===== src/rtl/thrcomp_pkg.sv =====
package thrcomp_pkg;

    localparam int THR_W     = 16;
    localparam int TEMP_W    = 16;
    localparam int COEF_W    = 16;
    localparam int FRAC_BITS = 12;

    localparam int PROD_W = TEMP_W + COEF_W;
    localparam int SUM_W  = PROD_W + 2;

    typedef logic [THR_W-1:0]         thr_t;
    typedef logic signed [PROD_W-1:0] prod_t;
    typedef logic signed [SUM_W-1:0]  sum_t;

    // Record passed from the multiply stage to the sum stage.
    typedef struct packed {
        logic  vld;
        thr_t  base;
        prod_t prod;
    } mul_rec_t;

    // Record held at the output.
    typedef struct packed {
        logic vld;
        thr_t thr;
    } out_rec_t;

    localparam sum_t THR_MAX = sum_t'({THR_W{1'b1}});

    // Clamp a signed wide sum onto the unsigned threshold range.
    function automatic thr_t clamp_thr(input sum_t s);
        thr_t r;
        if (s < 0)
            r = '0;
        else if (s > THR_MAX)
            r = {THR_W{1'b1}};
        else
            r = s[THR_W-1:0];
        return r;
    endfunction

    // Extend the shifted product to the sum width, keeping its sign.
    function automatic sum_t widen_off(input prod_t p);
        return {{(SUM_W-PROD_W){p[PROD_W-1]}}, p};
    endfunction

endpackage


===== src/rtl/thrcomp_mul_stage.sv =====
module thrcomp_mul_stage
    import thrcomp_pkg::*;
(
    input  logic                     clk,
    input  logic                     rst,
    input  logic                     start_i,
    input  thr_t                     base_i,
    input  logic signed [TEMP_W-1:0] temp_i,
    input  logic signed [COEF_W-1:0] coef_i,
    output mul_rec_t                 rec_o
);
    prod_t    prod_c;
    mul_rec_t rec_q;

    always_comb begin
        prod_c = prod_t'(temp_i) * prod_t'(coef_i);
    end

    // Operands are captured only on a request cycle.
    always_ff @(posedge clk) begin
        if (rst) begin
            rec_q <= '0;
        end else begin
            rec_q.vld <= start_i;
            if (start_i) begin
                rec_q.base <= base_i;
                rec_q.prod <= prod_c;
            end
        end
    end

    assign rec_o = rec_q;
endmodule


===== src/rtl/thrcomp_sum_stage.sv =====
module thrcomp_sum_stage
    import thrcomp_pkg::*;
(
    input  logic     clk,
    input  logic     rst,
    input  mul_rec_t rec_i,
    output out_rec_t out_o
);
    prod_t    off_c;
    sum_t     sum_c;
    out_rec_t out_q;

    always_comb begin
        off_c = rec_i.prod >>> FRAC_BITS;
        sum_c = sum_t'({{(SUM_W-THR_W){1'b0}}, rec_i.base}) + widen_off(off_c);
    end

    // The threshold register loads only with a valid record and holds otherwise.
    always_ff @(posedge clk) begin
        if (rst) begin
            out_q <= '0;
        end else begin
            out_q.vld <= rec_i.vld;
            if (rec_i.vld)
                out_q.thr <= clamp_thr(sum_c);
        end
    end

    assign out_o = out_q;
endmodule


===== src/rtl/thrcomp_top.sv =====
module thrcomp_top
    import thrcomp_pkg::*;
(
    input  logic              clk,
    input  logic              rst,
    input  logic              start_i,
    input  logic [THR_W-1:0]  base_thr_i,
    input  logic [TEMP_W-1:0] temp_i,
    input  logic [COEF_W-1:0] coef_i,
    output logic [THR_W-1:0]  thr_o,
    output logic              res_valid_o
);
    mul_rec_t mul_rec;
    out_rec_t out_rec;

    thrcomp_mul_stage u_mul (
        .clk     (clk),
        .rst     (rst),
        .start_i (start_i),
        .base_i  (base_thr_i),
        .temp_i  ($signed(temp_i)),
        .coef_i  ($signed(coef_i)),
        .rec_o   (mul_rec)
    );

    thrcomp_sum_stage u_sum (
        .clk   (clk),
        .rst   (rst),
        .rec_i (mul_rec),
        .out_o (out_rec)
    );

    assign thr_o       = out_rec.thr;
    assign res_valid_o = out_rec.vld;
endmodule


===== config.mk =====
export PLATFORM = sky130hd
export DESIGN_NAME = thrcomp_top
export DESIGN_NICKNAME = d
export VERILOG_FILES = /design/src/rtl/thrcomp_pkg.sv /design/src/rtl/thrcomp_mul_stage.sv /design/src/rtl/thrcomp_sum_stage.sv /design/src/rtl/thrcomp_top.sv
export SDC_FILE = /design/constraint.sdc
export NUM_CORES = 1
export LEC_CHECK = 0
export ABC_CLOCK_PERIOD_IN_PS = 9800
export BUFFER_PORTS_ARGS = -buffer_cell sky130_fd_sc_hd__buf_2
export CELL_PAD_IN_SITES_DETAIL_PLACEMENT = 0
export CELL_PAD_IN_SITES_GLOBAL_PLACEMENT = 1
export CORE_ASPECT_RATIO = 0.8
export CORE_MARGIN = 2
export CORE_UTILIZATION = 50
export DETAILED_ROUTE_END_ITERATION = 6
export PLACE_DENSITY_LB_ADDON = 0.1
export SYNTH_ARGS = -nofsm -noshare
export SYNTH_HDL_FRONTEND = slang
export SYNTH_SLANG_ARGS = --single-unit

===== constraint.sdc =====
create_clock -name clk -period 9.8 [get_ports clk]
set_input_delay 1.96 -clock clk [delete_from_list [all_inputs] [get_ports clk]]
set_output_delay 1.96 -clock clk [all_outputs]
set_load 0.02 [all_outputs]

* Yosys cells after proc, flatten, opt, wreduce, memory -nomap -nowiden *
Index checks and enable logic that the tools add are counted.

storage, ports and cells
  flip-flop bits (word level) = 66
  output and inout port bits = 17

operators by class
  $add $sub $neg = 1
  multipliers = 1
  $lt $le $gt $ge = 2
  multiplexer cells = 2

operators with widths
  cell                                                              count
  greater-than comparator 34 x 17 -> 1 bit (second input constant)  1
  < comparator 34 x 1 -> 1 bit (second input constant)              1
  multiplier 16 x 16 -> 32 bit                                      1
  2-to-1 mux 16 bit                                                 2
  adder 17 x 20 -> 21 bit                                           1

* Logic depth before layout (Yosys ltp) *
  depth after elaboration = 4
  mapped depth = 24
  mapped depth without buffers = 23

* By module *
Synthesis repeated with hierarchy kept, for this count alone.

unflattened totals
  cells, all modules = 1411
  area total of the unflattened synthesis = 13040.0 sq um

by module, submodules not included
  module             times used  cells each  area each (sq um)
  thrcomp_mul_stage  1           1257        11582.4
  thrcomp_sum_stage  1           154         1457.6

* Worst setup path before layout *
OpenSTA, ideal clock, no wires.

  path kind = input to register
  start = in temp_i[15]
  end = reg u_mul.rec_q (netlist bit u_mul.rec_o[31])
  library setup time = 86 ps
  arrival time = 7759 ps
  data required time = 9714 ps
  path slack = 1955 ps
  stages = 20
  buffers on the path = 1
  path through = clkbuf_1 -> nand2_1 -> fa_1 -> inv_1 -> fa_1 -> inv_1 -> fa_1 -> fa_1 -> fa_1 -> fa_1 -> inv_1 -> ha_1 -> nand3_1 -> o22ai_1 -> a21oi_1 -> nor4_2 -> nor2_1 -> o311ai_1 -> xnor2_1 -> a211oi_1

between the ends
  longest elaborated chain between the ends = 1

RTL lines
  element                       RTL line                 text
  start, declared               thrcomp_top.sv:8         input logic [TEMP_W-1:0] temp_i,
  multiplier 16 x 16 -> 32 bit  thrcomp_mul_stage.sv:16  prod_c = prod_t'(temp_i) * prod_t'(coef_i);
  end, declared                 thrcomp_mul_stage.sv:13  mul_rec_t rec_q;

Every way passes these cells.
A chain may end at the register's enable or synchronous reset.

* Worst setup path in the final report *
  start = in coef_i[4]
  end = reg u_mul.rec_q (netlist bit u_mul.rec_o[31])

between the ends
  longest elaborated chain between the ends = 1

RTL lines
  element                       RTL line                 text
  start, declared               thrcomp_top.sv:9         input logic [COEF_W-1:0] coef_i,
  multiplier 16 x 16 -> 32 bit  thrcomp_mul_stage.sv:16

Every way passes these cells.

==> flow_summary.yaml <==
status:
  status: "complete, no violations"
job:
  drv_cap: 0
clock_network:
  clockBufferDepth: 2
  cts_setup_buffers: 0
  cts_root_buffer: "clkbuf_16"
  cts.sinks: 54
  cts-hold-fix-buffers: 0
  cts_resized: 0
  cts_tree: "done"
  clock_latency_ps: 300
  ctsHtreeMaxLevel: 2
  cts_buffers: 5
  clkTransAtPathRegs_ps: 70
logic_synthesis:
  ys_ff_latch: 54
  syn_inst: 1398
  ys.warnings.count: 0
  synth_edf_count: 0
  yosysUniqueCellTypes: 63
  synth.area.top_cells: "fa_1 (42%), inv_1 (9.7%), ha_1 (9.5%)"
  netlist.area_leader.share_pct: 42.0
  ys_async_sr_fraction_pct: 0
  syn_area_per_cell_um2: 8.94
  yosysSeqAreaShare_pct: 8.65
  syn_area_um2: 12500
  synthFlopType: "dfxtp_1"
  synth_area_leader_cell: "fa_1"
  syn_nets: 1806
floorplan:
  num_io_pins: 68
  fp.coreArea_um2: 24400
  die_w_um: 181
  initial_core_util_pct: 51.1
  fp-row-count: 51
  die_area_um2: 26300
  die_h_um: 145
timing:
  rsz0062_at_grt: "false"
  tns_ps: 0
  hold_viol: 0
  fin_crit_ps: 8100
  slew_viol_final: 0
  relSlewSlack_pct: 33.8
  setup_viol: 0
  fmax_mhz: 124
  clock_skew_ps: 7.10
  worstMarginPinSlew_ps: 993
  layout_worst_path_cycle_share_pct: 82.6
routing:
  vias_per_cell: 5.24
  drtAntennaViolNets: 0
  drtIter0Drc: 594
  firstDrtPassIters: 5
  wl_per_cell_um: 16.4
  drt_wl_total_um: 28600
  drc: 0
  dr_total_vias: 9146
global_routing:
  grt_max_degree: 54
  grt_pass1_wl_um: 50300
  antenna_found_initial: 0
  grt_pass1_vias: 9816
  grtUsageTotal_pct: 23.7
  grt_overflow_total: 0
critical_path:
  cp_max_fo: 16
  r2r_slack_ps: 6520
  end_kind: "flop"
  slowest_stage: "fa_1"
  critPathMaxStageDelay_ps: 810
  r2r_start: "u_mul.rec_o[12]$_SDFFE_PP0P_"
  crit_chain: "buf_2, nand2_1, fa_1, inv_1, fa_1, inv_1, fa_1, fa_1, fa_1, fa_1, inv_1, ha_1, nand3_1, o22ai_1, a21oi_1, nor4_2, nor2_1, o311ai_1, xnor2_1, a211oi_1"
  crit_required_ps: 10000
  r2r_end: "u_sum.out_o[5]$_SDFFE_PP0P_"
  r2r.worst_path.cells: 10
  worstPathArrival_ps: 8300
  critPathLaunchType: "input port"
  path_class: "input port to flop"
  path_common_cell: "fa_1"
hold_path:
  worstHoldStart: "u_sum.out_o[4]$_SDFFE_PP0P_"
  hold_depth: 2
  worstHoldEndpoint: "u_sum.out_o[4]$_SDFFE_PP0P_"
  hold_path_class: "flop to flop"
place:
  port-buffer-count: 67
  hpwl_um: 24100
  place.gp.congestion: 0.860
cells_and_area:
  drive_gt1_share_pct: 6.24
  diodes: 0
  areaGrowthSynthToFinish_pct: 5.82
  fin_util_pct: 54.1
  final_nets: 1834
[metal layers]
layer	part of all wire, %	track usage, %	up-vias
met2	47	38.8	173
met4	1.2	3.79	0
met5	0	0	-
met3	4.2	2.98	23
li1	-	-	4315
met1	48	34.6	4635
[registers in the layout, indices dropped and copies added, names as in the netlist]
register,count
u_mul.rec_o,37
u_sum.out_o,17
[through the flow]
step	cells	hold WS, ps	setup slack (ps)	cell area, um^2
2_1_floorplan	1398	459	1960	12500
3_3_place_gp	1737	451	1480	13100
3_5_place_dp	1737	452	1380	13100
4_1_cts	1744	463	1670	13200
5_1_grt	1744	481	1150	13200
6_report	1744	465	1700	13200
[area by class of cell]
class	count	area, um^2
fill	2319	11200
clock inverter	1	30.0
timing repair buffer	68	343
inverter	326	1220
sequential	54	1080
multi-input combinational	971	10000
tap	318	398
clock buffer	6	139
[worst max path at each step]
stage / start / end / slack, ps / cells after the start
final: coef_i[4] / u_mul.rec_o[31]$_SDFFE_PP0P_ / 1700 / 20
after global placement: coef_i[4] / u_mul.rec_o[31]$_SDFFE_PP0P_ / 1480 / 20
after floorplan: temp_i[15] / u_mul.rec_o[31]$_SDFFE_PP0P_ / 1960 / 20
after detailed placement: coef_i[4] / u_mul.rec_o[31]$_SDFFE_PP0P_ / 1380 / 20
after global routing: coef_i[4] / u_mul.rec_o[31]$_SDFFE_PP0P_ / 1150 / 20
after CTS: coef_i[1] / u_mul.rec_o[31]$_SDFFE_PP0P_ / 1670 / 20
[worst max-delay path: cells and delay by family]
family / cells / cell delay [ps]
compound gates: 4 / 920
xor+xnor: 1 / 100
fa+ha+maj: 7 / 3830
buf+inv: 4 / 560
simple gates: 4 / 910
[layout by cell type (no fill, tap or decap), types with 4 or more instances in the layout]
master,count
inv_1,324
fa_1,262
nand2_1,151
and2_1,123
ha_1,95
nor2_1,72
buf_2,67
dfxtp_1,54
a21oi_1,43
xnor2_1,28
mux2i_1,22
o21ai_0,21
a211oi_1,15
a21o_1,13
o21a_1,10
nand2b_1,9
o21bai_1,9
nor2b_1,8
xor2_1,8
nor3_1,7
nand4_1,7
o41ai_1,7
clkbuf_16,5
a31oi_1,4
o22ai_1,4
[synth_stat cells, types with 9 or more instances]
cell type / count
nor2_1: 72
xnor2_1: 28
clkbuf_1: 39
ha_1: 95
a21o_1: 13
nand2_1: 151
a21oi_1: 43
and2_1: 123
fa_1: 262
nand2b_1: 9
a211oi_1: 15
o21ai_0: 21
o21bai_1: 9
inv_1: 324
dfxtp_1: 54
o21a_1: 10
mux2i_1: 22
[cells by family (layout without fill, tap and decap cells)]
kind of cell / after synthesis / after routing / share of synthesized area, %
multiplexers: 23 / 23 / 1.88
buffers and inverters: 373 / 401 / 11.3
AO/OA/AOI/OAI: 157 / 157 / 8.59
adder cells (fa/ha/maj): 357 / 357 / 51.5
XOR/XNOR: 36 / 36 / 2.52
AND/OR/NAND/NOR: 398 / 398 / 15.6
flip-flops: 54 / 54 / 8.65
Power is left out: the tool's default activity adds up to more than one toggle a clock period on the data nets, which glitch-free logic cannot reach.
